<file path="config.mk">
export PLATFORM = sky130hd
export DESIGN_NAME = rxpkt_framer
export DESIGN_NICKNAME = d
export VERILOG_FILES = /design/src/rtl/rxf_pkg.sv /design/src/rtl/rxf_sync_hunt.sv /design/src/rtl/rxf_byte_asm.sv /design/src/rtl/rxf_hold_buf.sv /design/src/rtl/rxpkt_framer.sv
export SDC_FILE = /design/constraint.sdc
export NUM_CORES = 1
export LEC_CHECK = 0
export ABC_AREA = 1
export BUFFER_PORTS_ARGS = -buffer_cell sky130_fd_sc_hd__buf_2
export CORE_MARGIN = 3
export CORE_UTILIZATION = 30
export CTS_BUF_LIST = sky130_fd_sc_hd__clkbuf_16
export DETAILED_ROUTE_END_ITERATION = 6
export GPL_TIMING_DRIVEN = 0
export PLACE_DENSITY_LB_ADDON = 0.12
export REMOVE_ABC_BUFFERS = 1
export SLEW_MARGIN = 20
export SYNTH_ARGS = -nofsm -noshare
export SYNTH_HDL_FRONTEND = slang
export SYNTH_SLANG_ARGS = --single-unit
</file>
<file path="constraint.sdc">
create_clock -name clk -period 3.4 [get_ports clk]
set_input_delay 0.17 -clock clk [delete_from_list [all_inputs] [get_ports clk]]
set_output_delay 0.17 -clock clk [all_outputs]
set_load 0.01 [all_outputs]
</file>
<file path="src/rtl/rxf_pkg.sv">
// Shared types and the CRC step function for the receive framer.
// Assumes bytes are fed to the CRC most significant bit first.
package rxf_pkg;

    // Field-walking states of the framer control.
    typedef enum logic [2:0] {
        ST_HUNT,
        ST_ADDR,
        ST_LEN,
        ST_PAY,
        ST_CRC_HI,
        ST_CRC_LO,
        ST_DRAIN
    } rxf_state_e;

    localparam logic [15:0] CRC_POLY = 16'h1021;
    localparam logic [15:0] CRC_SEED = 16'hFFFF;

    // Advance a 16-bit CRC by one data byte, bit 7 first.
    function automatic logic [15:0] rxf_crc16_byte(input logic [15:0] c_in,
                                                   input logic [7:0]  d);
        logic [15:0] c;
        logic        fb;
        c = c_in;
        for (int i = 7; i >= 0; i--) begin
            fb = c[15] ^ d[i];
            c  = {c[14:0], 1'b0};
            if (fb) c = c ^ CRC_POLY;
        end
        return c;
    endfunction

endpackage

</file>
<file path="src/rtl/rxf_sync_hunt.sv">
// Start-pattern search over a sliding bit window.
// Does: shifts bits in while enabled and reports an exact match of the
// selected number of pattern bytes on the bit that completes it.
// Assumes: the pattern sits in the low bytes of sync_word, MSB sent first.
// The bit counter restarts whenever searching is disabled.
module rxf_sync_hunt #(
    parameter int SYNC_BYTES = 4,
    parameter int SYNC_W     = SYNC_BYTES * 8,
    parameter int SEL_W      = 2
) (
    input  logic              clk,
    input  logic              rst_n,
    input  logic              en,
    input  logic              bit_valid,
    input  logic              bit_data,
    input  logic [SYNC_W-1:0] sync_word,
    input  logic [SEL_W-1:0]  sync_sel,
    output logic              match
);
    localparam int CW = $clog2(SYNC_W + 1) + 1;

    logic [SYNC_W-1:0] window;
    logic [SYNC_W-1:0] win_next;
    logic [SYNC_W-1:0] mask;
    logic [CW-1:0]     seen;
    logic [CW-1:0]     seen_p1;
    logic [CW-1:0]     nbits;

    // Derive the window that includes this bit and the compare mask.
    always_comb begin
        win_next = {window[SYNC_W-2:0], bit_data};
        nbits    = CW'((32'(sync_sel) + 32'd1) * 32'd8);
        mask     = ~({SYNC_W{1'b1}} << nbits);
        seen_p1  = seen + 1'b1;
        match    = en && bit_valid && (seen_p1 >= nbits)
                   && (((win_next ^ sync_word) & mask) == '0);
    end

    // Shift the window and count bits seen since searching began.
    always_ff @(posedge clk) begin
        if (!rst_n) begin
            window <= '0;
            seen   <= '0;
        end else if (!en) begin
            seen   <= '0;
        end else if (bit_valid) begin
            window <= win_next;
            if (seen != CW'(SYNC_W)) seen <= seen_p1;
        end
    end

    // a match is never reported before enough bits were gathered.
    a_r1_enough_bits: assert property (@(posedge clk) disable iff (!rst_n)
        match |-> (seen + 1'b1 >= CW'(8)));

endmodule

</file>
<file path="src/rtl/rxf_byte_asm.sv">
// Byte assembler: packs eight bit strobes into one byte, MSB first.
// Does: emits a one-cycle strobe the cycle after the eighth bit.
// Assumes: the bit count restarts whenever en is low.
module rxf_byte_asm (
    input  logic       clk,
    input  logic       rst_n,
    input  logic       en,
    input  logic       bit_valid,
    input  logic       bit_data,
    output logic       byte_stb,
    output logic [7:0] byte_data
);
    logic [2:0] cnt;
    logic [6:0] sh;

    // Gather bits and release each full byte with a strobe.
    always_ff @(posedge clk) begin
        if (!rst_n) begin
            cnt       <= '0;
            sh        <= '0;
            byte_stb  <= 1'b0;
            byte_data <= '0;
        end else begin
            byte_stb <= 1'b0;
            if (!en) begin
                cnt <= '0;
            end else if (bit_valid) begin
                sh  <= {sh[5:0], bit_data};
                cnt <= cnt + 3'd1;
                if (cnt == 3'd7) begin
                    byte_stb  <= 1'b1;
                    byte_data <= {sh, bit_data};
                end
            end
        end
    end

    // every byte strobe follows an accepted bit strobe.
    a_r2_byte_follows_bit: assert property (@(posedge clk) disable iff (!rst_n)
        byte_stb |-> $past(bit_valid && en));

endmodule

</file>
<file path="src/rtl/rxf_hold_buf.sv">
// Hold buffer for discard mode.
// Does: stores the bytes of one packet and, on release, plays them out one
// per cycle; a flush forgets everything stored.
// Assumes: no push arrives while draining; DEPTH covers the largest packet.
module rxf_hold_buf #(
    parameter int DEPTH = 32
) (
    input  logic       clk,
    input  logic       rst_n,
    input  logic       push,
    input  logic [7:0] wdata,
    input  logic       flush,
    input  logic       release_go,
    output logic       rd_valid,
    output logic [7:0] rd_data
);
    localparam int AW = (DEPTH > 1) ? $clog2(DEPTH) : 1;
    localparam int PW = $clog2(DEPTH + 1);

    logic [7:0]    mem [DEPTH];
    logic [PW-1:0] cnt;
    logic [PW-1:0] rd;
    logic          draining;

    // Write the incoming byte at the fill position.
    always_ff @(posedge clk) begin
        if (push) mem[cnt[AW-1:0]] <= wdata;
    end

    // Track fill level and the playback pointer.
    always_ff @(posedge clk) begin
        if (!rst_n) begin
            cnt      <= '0;
            rd       <= '0;
            draining <= 1'b0;
        end else if (flush) begin
            cnt      <= '0;
            rd       <= '0;
            draining <= 1'b0;
        end else if (release_go) begin
            rd       <= '0;
            draining <= (cnt != '0);
        end else if (draining) begin
            rd <= rd + 1'b1;
            if (rd + 1'b1 == cnt) begin
                draining <= 1'b0;
                cnt      <= '0;
                rd       <= '0;
            end
        end else if (push) begin
            cnt <= cnt + 1'b1;
        end
    end

    assign rd_valid = draining;
    assign rd_data  = mem[rd[AW-1:0]];

    // the buffer never overflows.
    a_r9_room_on_push: assert property (@(posedge clk) disable iff (!rst_n)
        push |-> (cnt < PW'(DEPTH)));
    // playback and filling never overlap.
    a_r9_no_push_in_drain: assert property (@(posedge clk) disable iff (!rst_n)
        draining |-> !push);

endmodule

</file>
<file path="src/rtl/rxpkt_framer.sv">
// Receive packet framer (top).
// Does: searches for the start pattern, walks the address, length, payload
// and check-word fields, filters on address, checks the CRC and writes the
// surviving bytes to a FIFO write port, directly or through a hold buffer.
// Assumes: bit strobes at least two cycles apart; static configuration
// during a packet; cfg_fixed_len <= MAX_LEN.
module rxpkt_framer #(
    parameter int SYNC_BYTES = 4,
    parameter int MAX_LEN    = 30,
    parameter int SYNC_W     = SYNC_BYTES * 8,
    parameter int SEL_W      = (SYNC_BYTES > 1) ? $clog2(SYNC_BYTES) : 1
) (
    input  logic              clk,
    input  logic              rst_n,
    input  logic              bit_valid,
    input  logic              bit_data,
    input  logic [SYNC_W-1:0] cfg_sync_word,
    input  logic [SEL_W-1:0]  cfg_sync_sel,
    input  logic              cfg_addr_en,
    input  logic [1:0]        cfg_addr_mode,
    input  logic [7:0]        cfg_node_addr,
    input  logic              cfg_len_en,
    input  logic [7:0]        cfg_fixed_len,
    input  logic              cfg_discard,
    output logic              out_valid,
    output logic [7:0]        out_data,
    output logic              hit_pulse,
    output logic              crc_ok,
    output logic              crc_err
);
    import rxf_pkg::*;

    localparam int         DEPTH     = MAX_LEN + 2;
    localparam logic [7:0] MAX_LEN_B = 8'(MAX_LEN);

    rxf_state_e st;
    logic [7:0]  remain;
    logic [15:0] crc_q;
    logic [7:0]  crc_hi;

    logic       hunt_en, asm_en, match;
    logic       byte_stb;
    logic [7:0] byte_data;
    logic       addr_ok, len_ok, crc_good;
    logic       take, direct_v, buf_push, buf_flush, buf_release;
    logic       buf_v;
    logic [7:0] buf_d;

    // Pick the first field after the address (or after the pattern).
    function automatic rxf_state_e first_body(input logic len_on,
                                              input logic [7:0] fixed);
        if (len_on)           return ST_LEN;
        else if (fixed == '0) return ST_CRC_HI;
        else                  return ST_PAY;
    endfunction

    assign hunt_en = (st == ST_HUNT);
    assign asm_en  = (st != ST_HUNT) && (st != ST_DRAIN);

    rxf_sync_hunt #(
        .SYNC_BYTES (SYNC_BYTES),
        .SYNC_W     (SYNC_W),
        .SEL_W      (SEL_W)
    ) u_hunt (
        .clk       (clk),
        .rst_n     (rst_n),
        .en        (hunt_en),
        .bit_valid (bit_valid),
        .bit_data  (bit_data),
        .sync_word (cfg_sync_word),
        .sync_sel  (cfg_sync_sel),
        .match     (match)
    );

    rxf_byte_asm u_asm (
        .clk       (clk),
        .rst_n     (rst_n),
        .en        (asm_en),
        .bit_valid (bit_valid),
        .bit_data  (bit_data),
        .byte_stb  (byte_stb),
        .byte_data (byte_data)
    );

    // Decide, for the byte just assembled, filter, length and CRC verdicts.
    always_comb begin
        addr_ok  = (byte_data == cfg_node_addr)
                || ((cfg_addr_mode != 2'b00) && (byte_data == 8'h00))
                || (cfg_addr_mode[1] && (byte_data == 8'hFF));
        len_ok   = (byte_data <= MAX_LEN_B);
        crc_good = ({crc_hi, byte_data} == crc_q);
        take     = byte_stb && (((st == ST_ADDR) && addr_ok)
                             || ((st == ST_LEN) && len_ok)
                             ||  (st == ST_PAY));
        direct_v    = take && !cfg_discard;
        buf_push    = take && cfg_discard;
        buf_flush   = byte_stb && (((st == ST_ADDR) && !addr_ok)
                                || ((st == ST_LEN) && !len_ok)
                                || ((st == ST_CRC_LO) && !crc_good));
        buf_release = byte_stb && (st == ST_CRC_LO) && crc_good && cfg_discard;
    end

    rxf_hold_buf #(
        .DEPTH (DEPTH)
    ) u_hold (
        .clk        (clk),
        .rst_n      (rst_n),
        .push       (buf_push),
        .wdata      (byte_data),
        .flush      (buf_flush),
        .release_go (buf_release),
        .rd_valid   (buf_v),
        .rd_data    (buf_d)
    );

    // Walk the packet fields and run the CRC over accepted bytes.
    always_ff @(posedge clk) begin
        if (!rst_n) begin
            st     <= ST_HUNT;
            remain <= '0;
            crc_q  <= CRC_SEED;
            crc_hi <= '0;
        end else begin
            if (take) crc_q <= rxf_crc16_byte(crc_q, byte_data);
            unique case (st)
                ST_HUNT: if (match) begin
                    st     <= cfg_addr_en ? ST_ADDR : first_body(cfg_len_en, cfg_fixed_len);
                    remain <= cfg_fixed_len;
                    crc_q  <= CRC_SEED;
                end
                ST_ADDR: if (byte_stb) begin
                    st <= addr_ok ? first_body(cfg_len_en, cfg_fixed_len) : ST_HUNT;
                end
                ST_LEN: if (byte_stb) begin
                    remain <= byte_data;
                    if (!len_ok)                st <= ST_HUNT;
                    else if (byte_data == '0)   st <= ST_CRC_HI;
                    else                        st <= ST_PAY;
                end
                ST_PAY: if (byte_stb) begin
                    remain <= remain - 8'd1;
                    if (remain == 8'd1) st <= ST_CRC_HI;
                end
                ST_CRC_HI: if (byte_stb) begin
                    crc_hi <= byte_data;
                    st     <= ST_CRC_LO;
                end
                ST_CRC_LO: if (byte_stb) begin
                    st <= (crc_good && cfg_discard) ? ST_DRAIN : ST_HUNT;
                end
                ST_DRAIN: if (!buf_v) st <= ST_HUNT;
                default: st <= ST_HUNT;
            endcase
        end
    end

    // Register the FIFO write port and the event pulses.
    always_ff @(posedge clk) begin
        if (!rst_n) begin
            out_valid <= 1'b0;
            out_data  <= '0;
            hit_pulse <= 1'b0;
            crc_ok    <= 1'b0;
            crc_err   <= 1'b0;
        end else begin
            out_valid <= direct_v || buf_v;
            out_data  <= direct_v ? byte_data : buf_d;
            hit_pulse <= (match && !cfg_addr_en)
                      || (byte_stb && (st == ST_ADDR) && addr_ok);
            crc_ok    <= byte_stb && (st == ST_CRC_LO) && crc_good;
            crc_err   <= byte_stb && (st == ST_CRC_LO) && !crc_good;
        end
    end

    // a packet gets one verdict, never both.
    a_r7_one_verdict: assert property (@(posedge clk) disable iff (!rst_n)
        !(crc_ok && crc_err));
    // in discard mode bytes leave only during playback.
    a_r9_hold_until_good: assert property (@(posedge clk) disable iff (!rst_n)
        (cfg_discard && out_valid) |-> ($past(st) == ST_DRAIN));
    // a rejected address returns to pattern search.
    a_r5_reject_to_hunt: assert property (@(posedge clk) disable iff (!rst_n)
        (byte_stb && (st == ST_ADDR) && !addr_ok) |=> ((st == ST_HUNT) && !hit_pulse));
    // an oversize length byte ends the packet with no output.
    a_r10_long_dropped: assert property (@(posedge clk) disable iff (!rst_n)
        (byte_stb && (st == ST_LEN) && (byte_data > MAX_LEN_B)) |=> ((st == ST_HUNT) && !out_valid));

endmodule

</file>
==> run_results.csv, run 1 <==
group,metric,value,unit
status,status,"finished clean",
worst_setup_path,required,3.61,ns
place,hpwl,29.4,mm
place,placed_area,18100,µm²
sta,max_freq,298,MHz
place,gp_congestion,0.805,
final_layout,design_area,19800,µm²
route,drt-vias-per-instance,4.74,
route,drcViolationCount,0,
global_route,grt_use_total,0.156,
sta,finalSetupViolCount,0,
synthesis,ys_ff_latch,378,
final_layout,nets,1864,
final_layout,syn2layout_area_growth,17.5,%
clocking,cts.sinks,378,
worst_setup_path,critical_path.max_fanout,23,
floorplan,num_io_pins,71,
sta,hold_violations,0,
sta,rsz0062_at_grt,"yes",
sta,final.setup_skew,0.0326,ns
route,totalWireLength,46.0,mm
clocking,clk_pin_slew,0.07,ns
power_and_ir_drop,p_leak,7.33,nW
route,ant_nets,0,
synthesis,synth_area_leaders,"edfxtp_1 46%, dfxtp_1 15%, nor2_1 7.4%, o21ai_0 6.2%, nand2_1 5.0%",
clocking,cts.path.max_buffers,3,
clocking,clk_latency,0.59,ns
floorplan,die_w,243,µm
global_route,grt_pass1_vias,11948,
route,drt_iter0_drc,695,
synthesis,yosysSeqAreaShare,0.602,
sta,finalMaxSlewViolations,0,
floorplan,initial_core_util,0.304,
place,io_buffer_count,70,
synthesis,postSynthCellCount,1727,
final_layout,layout-drive-gt1-share,0.130,
route,vias,12180,
clocking,numCtsBuffers,45,
worst_setup_path,critPathLaunchType,"flop",
global_route,grt_max_degree,73,
power_and_ir_drop,power_density,557,nW/µm²
synthesis,synth.distinct_cells,44,
final_layout,diodes,0,
clocking,cts_tree,"done",
sta,slew_headroom,0.383,
floorplan,die_area,59000,µm²
sta,fin_tns_setup,0,ns
synthesis,ys_warn_count,0,
job,drv_cap,0,
synthesis,netlist_area,16800,µm²
worst_setup_path,cp-end-kind,"flop",
final_layout,final_core_util,0.358,
sta,tightestPinTransition,0.924,ns
synthesis,avgSynthCellArea,9.74,µm²
clocking,htree_levels,2,
global_route,grt_overflow,0,
power_and_ir_drop,power,0.0110,W
worst_setup_path,crit_type,"flop to flop",
floorplan,core_area,55300,µm²
floorplan,dieHeight,243,µm
sta,holdWs,0.148,ns
floorplan,fp-row-count,86,
sta,period_minus_slack,3.36,ns
power_and_ir_drop,ir_drop,316,µV
route,wire_per_inst,17.9,µm
route,first_pass_iters,5,
min_path,hold_path.class,"primary input to flop",
worst_setup_path,arrival,3.57,ns
clocking,clock-root-buffer,"clkbuf_16",
global_route,antenna_found_initial,1,
synthesis,synth_top_area_frac,0.457,
sta,fin_crit_sh,0.988,
synthesis,yosysTopAreaCell,"edfxtp_1",
global_route,grt_pass1_wl,71.7,mm
-- synth_stat cells (all sizes together) --
library cell / count
o21ai: 213
nand4: 16
nor3: 13
ha: 18
xnor2: 40
dfxtp: 122
o211ai: 47
nor4: 1
o22ai: 3
edfxtp: 256
o31ai: 1
xor2: 36
a211oi: 2
a41oi: 1
a221oi: 4
o221ai: 25
and3: 1
inv: 106
nand2: 238
o21bai: 1
clkbuf: 56
nor2: 339
or2: 5
a31oi: 4
nand3b: 1
buf: 29
nand3: 81
a21oi: 67
a21boi: 1
-- sequential cells by signal (all words and copies together) (netlist names), named ones only --
signal	count
u_hold.mem	256
u_hunt.window	31
crc_q	16
crc_hi	8
out_data	8
remain	8
u_asm.byte_data	8
u_asm.sh	7
u_hunt.seen	7
u_hold.cnt	6
u_hold.rd	6
st	3
u_asm.cnt	3
crc_err	1
crc_ok	1
hit_pulse	1
out_valid	1
u_asm.byte_stb	1
u_hold.rd_valid	1
-- area by class of cell --
cell class                      count  area (µm²)
Clock buffer                       46        1150
Clock inverter                     37         263
Fill cell                        5646       35500
Inverter                          106         403
Multi-Input combinational cell   1158        6030
Sequential cell                   378       10100
Tap cell                          748         936
Timing Repair Buffer               98         846
-- what timing repair did --
item / in CTS / in global routing
resized for setup: 16 / 21
endpoints found under the setup margin: 160 / 201
pin swaps: 0 / 2
buffers inserted: 0 / 4
hold buffers: 11 / 0
hold endpoints to repair: 13 / 0
-- cell usage in the layout (no fill, tap or decap), drive strengths merged --
cell         Yosys  final
nor2           339    339
edfxtp         256    256
nand2          238    238
o21ai          213    213
dfxtp          122    122
inv            106    117
buf             29     87
nand3           81     81
a21oi           67     67
o211ai          47     47
clkbuf          56     46
xnor2           40     40
xor2            36     36
o221ai          25     25
clkinv           0     21
ha              18     18
nand4           16     16
nor3            13     13
dlygate4sd3      0     11
or2              5      5
a221oi           4      4
a31oi            4      4
o22ai            3      3
bufinv           0      3
a211oi           2      2
clkinvlp         0      2
o31ai            1      1
nand3b           1      1
a21boi           1      1
a41oi            1      1
o21bai           1      1
and3             1      1
nor4             1      1
-- metal layers --
layer	track usage	routed length, µm	vias up
met4	0.0380	838	2
met3	0.0295	1830	62
met2	0.250	21100	198
met1	0.217	22200	5846
li1	-	-	6072
met5	0	13	-
-- worst paths after layout --
| check | end | start | slack [ns] | cells after the start |
|---|---|---|---|---|
| worst min-delay path | st[0]$_SDFFE_PN0P_ | rst_n | 0.15 | 3 |
| worst max register to register | u_hold.mem[3][4]$_DFFE_PP_ | u_asm.byte_data[4]$_SDFFE_PN0P_ | 0.04 | 11 |
| worst min register to register | crc_hi[2]$_SDFFE_PN0P_ | crc_hi[2]$_SDFFE_PN0P_ | 0.46 | 2 |
| worst max-delay path | u_hold.mem[3][4]$_DFFE_PP_ | u_asm.byte_data[4]$_SDFFE_PN0P_ | 0.04 | 11 |
-- metrics by stage --
stage / instances / worst slack [ns]
2_1_floorplan: 1642 / -1.72
3_3_place_gp: 2460 / -7.64
3_5_place_dp: 2473 / -0.219
4_1_cts: 2567 / -0.229
5_1_grt: 2571 / -0.240
6_report: 2571 / 0.0405
-- logic make-up after synthesis --
group | count (synthesis) | synth area share
AO/OA/AOI/OAI | 369 | 0.125
XOR/XNOR | 76 | 0.0396
adder cells (fa/ha/maj) | 18 | 0.0134
buffers and inverters | 191 | 0.0472
flip-flops | 378 | 0.602
AND/OR/NAND/NOR | 695 | 0.173
-- power by group --
group          switching (W)  internal, W  total (W)
Clock                0.00194      0.00268    0.00462
Sequential          0.000178      0.00507    0.00525
Combinational       0.000725     0.000415    0.00114
Total                0.00284      0.00817     0.0110
-- critical path, stage by stage, from the launching register on --
cell	delay (ns)
dfxtp_2	0.54
buf_12	0.23
inv_1	0.16
nor3_1	0.27
nand3_1	0.15
nand3_1	0.13
nand3_2	0.11
nand2_4	0.23
nand2_4	0.11
inv_2	0.10
nand2_1	0.32
nor2_2	0.61
Note: power is estimated with default switching activity, not from simulation.
==> inputs of run 2 (changes only) <==
- SYNTH_HIERARCHICAL: unset -> 1
==> run 2 against run 1 <==
  * Via count is 3.4% higher
  * Utilization rose by 0.24 points
  * Total power shrank 13%
  * Fmax increased by 5.9%
==> run_results.csv, run 2 <==
group,metric,value,unit
status,status,"finished clean",
final_layout,largest_reg_flops,256,
final_layout,layout-drive-gt1-share,0.135,
synthesis,synth.distinct_cells,51,
sta,hold_violations,0,
route,wire_per_inst,17.9,µm
global_route,antenna_found_initial,0,
clocking,htree_levels,2,
route,drcViolationCount,0,
route,ant_nets,0,
sta,max_freq,315,MHz
power_and_ir_drop,p_switching,0.00208,W
sta,fin_crit_sh,0.933,
clocking,clock-root-buffer,"clkbuf_16",
place,hpwl,29.5,mm
floorplan,fp-row-count,86,
clocking,clk_latency,0.57,ns
sta,final.setup_skew,0.0180,ns
final_layout,finalNonFillerCells,2609,
synthesis,ys_warn_count,6,
sta,slew_headroom,0.270,
global_route,grt_pass1_wl,71.8,mm
final_layout,nets,1906,
min_path,hold_path.class,"primary input to flop",
worst_setup_path,crit_type,"flop to flop",
route,drt-vias-per-instance,4.83,
worst_setup_path,rrSetupSlack,0.23,ns
synthesis,yosysSeqAreaShare,0.592,
sta,period_minus_slack,3.17,ns
global_route,grt_max_degree,75,
global_route,grt_overflow,0,
final_layout,final_cell_mix,"279 x nand2_1, 256 x edfxtp_1, 221 x nor2_1",
synthesis,yosysTopAreaCell,"edfxtp_1",
clocking,cts_tree,"done",
final_layout,fill_cells,5742,
synthesis,netlist_area,17100,µm²
worst_setup_path,arrival,3.40,ns
sta,finalMaxSlewViolations,0,
floorplan,core_area,55700,µm²
floorplan,die_area,59900,µm²
route,drt_iter0_drc,693,
power_and_ir_drop,ir_drop,325,µV
final_layout,diodes,0,
worst_setup_path,critical_path.max_fanout,24,
sta,finalSetupViolCount,0,
final_layout,final_core_util,0.360,
route,first_pass_iters,5,
power_and_ir_drop,p_int,0.00746,W
global_route,grt_pass1_vias,12241,
synthesis,synth_top_area_frac,0.450,
synthesis,yosys-top-cells-count,"283 x nand2_1, 256 x edfxtp_1, 256 x nor2_1, 185 x o21ai_0, 145 x inv_1",
worst_setup_path,critPathLaunchType,"flop",
worst_setup_path,cp-end-kind,"flop",
worst_setup_path,required,3.63,ns
power_and_ir_drop,pwr-share-seq,0.514,
clocking,clk_pin_slew,0.06,ns
final_layout,syn2layout_area_growth,17.3,%
synthesis,synth-edff-count,256,
clocking,cts.path.max_buffers,3,
power_and_ir_drop,p_leak,7.74,nW
route,totalWireLength,46.7,mm
floorplan,die_w,245,µm
power_and_ir_drop,comb_power_share,0.028,
place,dp_cells,2518,
synthesis,ys.flop_type,"edfxtp_1",
place,io_buffer_count,70,
sta,tightestPinTransition,1.10,ns
power_and_ir_drop,p_sw_frac,0.218,
synthesis,avgSynthCellArea,9.65,µm²
global_route,grt_use_total,0.154,
floorplan,num_io_pins,71,
place,gp_congestion,0.824,
synthesis,synth.most_common_cell,"nand2_1",
floorplan,dieHeight,245,µm
synthesis,synthArstFlopShare,0,
floorplan,initial_core_util,0.307,
synthesis,ys_ff_latch,378,
power_and_ir_drop,power_density,476,nW/µm²
final_layout,final_common_cell,"nand2_1",
clocking,cts.sinks,378,
power_and_ir_drop,pwr-share-clk,0.458,
clocking,numCtsBuffers,44,
job,drv_cap,0,
synthesis,postSynthCellCount,1772,
synthesis,synth_area_leaders,"edfxtp_1 45%, dfxtp_1 14%, nand2_1 6.2%, nor2_1 5.6%, o21ai_0 5.4%",
route,vias,12594,
-- run 2: cell types whose count changed after synthesis, sizes merged, moves of 17 or more --
cell,delta
o221ai,+23
nand2,+57
nor2,-74
o211ai,-32
inv,+51
nand3,+31
xnor2,-17
-- run 2: final cells by class --
cell class | instances | area [µm²] | share of cell area
well taps | 748 | 936 | 0.0467
flip-flops and latches | 378 | 10200 | 0.506
inverters | 157 | 612 | 0.0305
clock inverters | 33 | 189 | 0.00942
multi-input cells | 1152 | 6200 | 0.309
clock buffers | 45 | 1130 | 0.0561
repair buffers | 96 | 838 | 0.0418
-- run 2: power by group through the flow --
stage | Clock [W] | Sequential (W) | Combinational, W
finish | 0.00437 | 0.00490 | 0.000266
CTS | 0.00451 | 0.00490 | 0.000270
global route | 0.00470 | 0.00490 | 0.000311
global placement | 0 | 0.00500 | 0.000255
detailed placement | 0 | 0.00500 | 0.000258
floorplan | 0 | 0.00500 | 0.000162
-- run 2: path summary, 6_finish.rpt --
kind / from / cells after the start / end
setup reg to reg: u_asm/byte_data[6]$_SDFFE_PN0P_ / 14 / u_hold/mem[16][0]$_DFFE_PP_
hold / removal: cfg_fixed_len[7] / 5 / remain[7]$_SDFFE_PN0P_
setup / recovery: u_asm/byte_data[6]$_SDFFE_PN0P_ / 14 / u_hold/mem[16][0]$_DFFE_PP_
hold reg to reg: u_asm/sh[4]$_SDFFE_PN0P_ / 2 / u_asm/byte_data[5]$_SDFFE_PN0P_
-- run 2: critical path: stages, from the launching register on --
cell	delay, ns
dfxtp_2	0.61
buf_16	0.23
nand2_1	0.07
nor3_1	0.13
nand2_1	0.07
nand2_1	0.06
inv_1	0.04
nand2_2	0.10
nand3_2	0.19
nand2_8	0.25
inv_2	0.17
nor2_4	0.18
buf_12	0.15
nand2_4	0.18
nor2_4	0.36
-- run 2: cell families (layout without fill, tap and decap cells) --
group	after synthesis	in the layout	share of synthesized area
AO/OA/AOI/OAI	398	398	0.138
buffers and inverters	243	331	0.0636
XOR/XNOR	45	45	0.0230
adder cells (fa/ha/maj)	18	18	0.0132
AND/OR/NAND/NOR	690	691	0.170
flip-flops	378	378	0.592
-- run 2: repair_timing --
action	4_1_cts	5_1_grt
cloned	0	1
hold endpoints to repair	13	0
hold buffers	10	0
endpoints found under the setup margin	280	269
gates resized for setup	81	4
pin swaps	0	9
buffers inserted	0	2
-- run 2: layer usage --
metal / vias up / wire length, µm / global-route usage
li1: 6217 / - / -
met1: 6054 / 21800 / 0.210
met2: 270 / 21900 / 0.253
met3: 53 / 2140 / 0.0250
met4: 0 / 908 / 0.0445
met5: - / 0 / 0
-- run 2: stage by stage --
step                      area [µm²]  setup slack [ns]  total power (W)  TNS, ns  hold WS (ns)
after floorplan                16600             -1.07          0.00516    -8.44         0.290
after global placement         17900             -5.51          0.00526  -623.45         0.451
after detailed placement       18300            -0.938          0.00526  -228.90         0.451
after CTS                      20000            0.0701          0.00968        0       0.00337
after global routing           20100           -0.0141          0.00991  -0.0141        0.0571
final                          20100             0.227          0.00954        0        0.0368
==> inputs of run 3 (changes only) <==
- CORE_MARGIN: 3 -> 2
- REMOVE_ABC_BUFFERS: 1 -> unset
==> run 3 against run 2 <==
  * Critical path depth up 1
  * Largest cell class unchanged
  * Largest power group unchanged
  * Highest routed layer unchanged
  * Wire length rose by 17%
  * Global-route usage grew 2.8 points
==> run_results.csv, run 3 (synthesis results as in run 2) <==
group,metric,value,unit
global_route,grt_pass1_vias,12883,
global_route,grt_pass1_wl,81.3,mm
global_route,grt_use_total,0.182,
worst_setup_path,critical_path.max_fanout,23,
worst_setup_path,worstPathCellList,"buf_16 -> buf_4 -> nand3_2 -> nor2_2 -> nand2_1 -> nand2_1 -> inv_1 -> nand2_2 -> nand3_2 -> nand2_4 -> inv_2 -> buf_6 -> nor2_4 -> nand2_4 -> nor2_4",
clocking,clk_latency,0.59,ns
min_path,hold_path.class,"primary input to flop",
route,drcViolationCount,0,
clocking,cts.path.max_buffers,3,
sta,period_minus_slack,3.23,ns
floorplan,core_area,56400,µm²
final_layout,nets,1992,
route,vias,13230,
global_route,antenna_found_initial,0,
final_layout,ff_latch_area,10200,µm²
sta,tightestPinTransition,0.839,ns
worst_setup_path,crit_slowest_cell,"dfxtp_4",
sta,slew_headroom,0.440,
worst_setup_path,critPathLaunchType,"flop",
worst_setup_path,critPathMaxStageDelay,0.46,ns
final_layout,diodes,0,
clocking,clock-root-buffer,"clkbuf_16",
final_layout,syn2layout_area_growth,20.5,%
sta,hold_violations,0,
place,hpwl,37.3,mm
worst_setup_path,timing.rr.start,"u_asm/byte_data[3]$_SDFFE_PN0P_",
sta,finalMaxSlewViolations,0,
clocking,cts.sinks,378,
worst_setup_path,crit_end,"u_hold/mem[10][7]$_DFFE_PP_",
place,gp_congestion,0.871,
final_layout,multiInputGateArea,6170,µm²
worst_setup_path,rrSetupSlack,0.17,ns
worst_setup_path,reg2reg_depth,15,
power_and_ir_drop,ir_drop,355,µV
worst_setup_path,required,3.63,ns
final_layout,layout-drive-gt1-share,0.151,
floorplan,die_w,243,µm
worst_setup_path,arrival,3.46,ns
route,wire_per_inst,20.1,µm
job,drv_cap,0,
route,drt_iter0_drc,906,
floorplan,die_area,58900,µm²
final_layout,final_cell_mix,"279 x nand2_1, 256 x edfxtp_1, 220 x nor2_1",
floorplan,dieHeight,243,µm
sta,final.setup_skew,0.0231,ns
power_and_ir_drop,power_density,481,nW/µm²
final_layout,final_common_cell,"nand2_1",
status,status,"finished clean",
floorplan,initial_core_util,0.303,
final_layout,final_core_util,0.365,
floorplan,num_io_pins,71,
worst_setup_path,timing.rr.end,"u_hold/mem[10][7]$_DFFE_PP_",
global_route,grt_max_degree,35,
final_layout,fill_cells,5813,
sta,finalSetupViolCount,0,
place,io_buffer_count,70,
worst_setup_path,crit_type,"flop to flop",
clocking,cts_tree,"done",
clocking,clk_pin_slew,0.06,ns
final_layout,largest_reg_flops,256,
power_and_ir_drop,power,0.00992,W
clocking,numCtsBuffers,44,
route,ant_nets,0,
synthesis,syn-num-nets,1849,
sta,fin_crit_sh,0.951,
floorplan,fp-row-count,87,
worst_setup_path,cp-startpoint,"u_asm/byte_data[3]$_SDFFE_PN0P_",
clocking,htree_levels,2,
sta,rsz0062_at_grt,"yes",
global_route,grt_overflow,0,
min_path,worstHoldStart,"cfg_fixed_len[7]",
route,first_pass_iters,5,
sta,max_freq,309,MHz
worst_setup_path,cp-end-kind,"flop",
route,totalWireLength,54.5,mm
power_and_ir_drop,p_leak,8.03,nW
route,drt-vias-per-instance,4.89,
run 3: cell count changes in the layout (fill, tap and decap cells not counted), sizes merged:
cell      previous run  this run
clkbuf              45        89
bufinv               1         5
nand2              296       295
inv                165       168
clkinvlp             4         3
buf                 86       128
clkinv              20        19
run 3: layer usage:
metal  up-vias  track usage  wire [µm]
li1       6405            -          -
met1      6430        0.248      24600
met2       317        0.300      25900
met3        78       0.0283       2590
met4         0       0.0514       1340
met5         -            0          0
run 3: area by class of cell:
class	count	area share
buffer	86	0.0238
clock buffer	44	0.0534
clock inverter	38	0.0166
inverter	157	0.0290
multi-input combinational	1151	0.300
sequential	378	0.493
tap	756	0.0459
timing repair buffer	97	0.0387
run 3: worst max-delay path, delay by kind of cell, from the launching register on:
| family | cells | cell delay, ns |
|---|---|---|
| buffers and inverters | 5 | 0.69 |
| DFF | 1 | 0.46 |
| and+or+nand+nor | 10 | 1.69 |
run 3: power by group:
group	leakage [nW]	switching [W]	internal (W)
clock	0.739	0.00198	0.00276
sequential	3.75	0.0000258	0.00488
combinational	3.54	0.000167	0.000109
total	8.03	0.00217	0.00774
run 3: worst min-delay path by stage:
stage | cells past startpoint | end | slack [ns]
6_report | 5 | remain[7]$_SDFFE_PN0P_ | 0.02
5_1_grt | 5 | remain[6]$_SDFFE_PN0P_ | 0.05
4_1_cts | 5 | remain[7]$_SDFFE_PN0P_ | 0.0004
3_5_place_dp | 2 | u_asm/byte_data[4]$_SDFFE_PN0P_ | 0.45
3_3_place_gp | 2 | u_asm/cnt[1]$_SDFFE_PN0P_ | 0.45
2_1_floorplan | 2 | u_asm/byte_data[0]$_SDFFE_PN0P_ | 0.30
run 3: metrics by stage:
step / instances / instance area, µm² / hold WS [ns] / setup WS, ns / setup TNS, ns
after floorplan: 1772 / 17100 / 0.305 / 0.419 / 0
after global placement: 2598 / 18400 / 0.454 / -1.66 / -397.38
after detailed placement: 2602 / 18500 / 0.452 / -1.12 / -244.02
after CTS: 2694 / 20300 / 0.000405 / 0.0175 / 0
after global routing: 2707 / 20600 / 0.0544 / -0.0356 / -0.0356
final: 2707 / 20600 / 0.0226 / 0.167 / 0
run 3: timing repair:
item / in CTS / in global routing
resized for setup: 79 / 5
pin swaps: 0 / 10
hold endpoints to repair: 19 / 0
endpoints found under the setup margin: 268 / 270
buffers inserted: 0 / 13
cloned: 0 / 0
hold buffers: 10 / 0
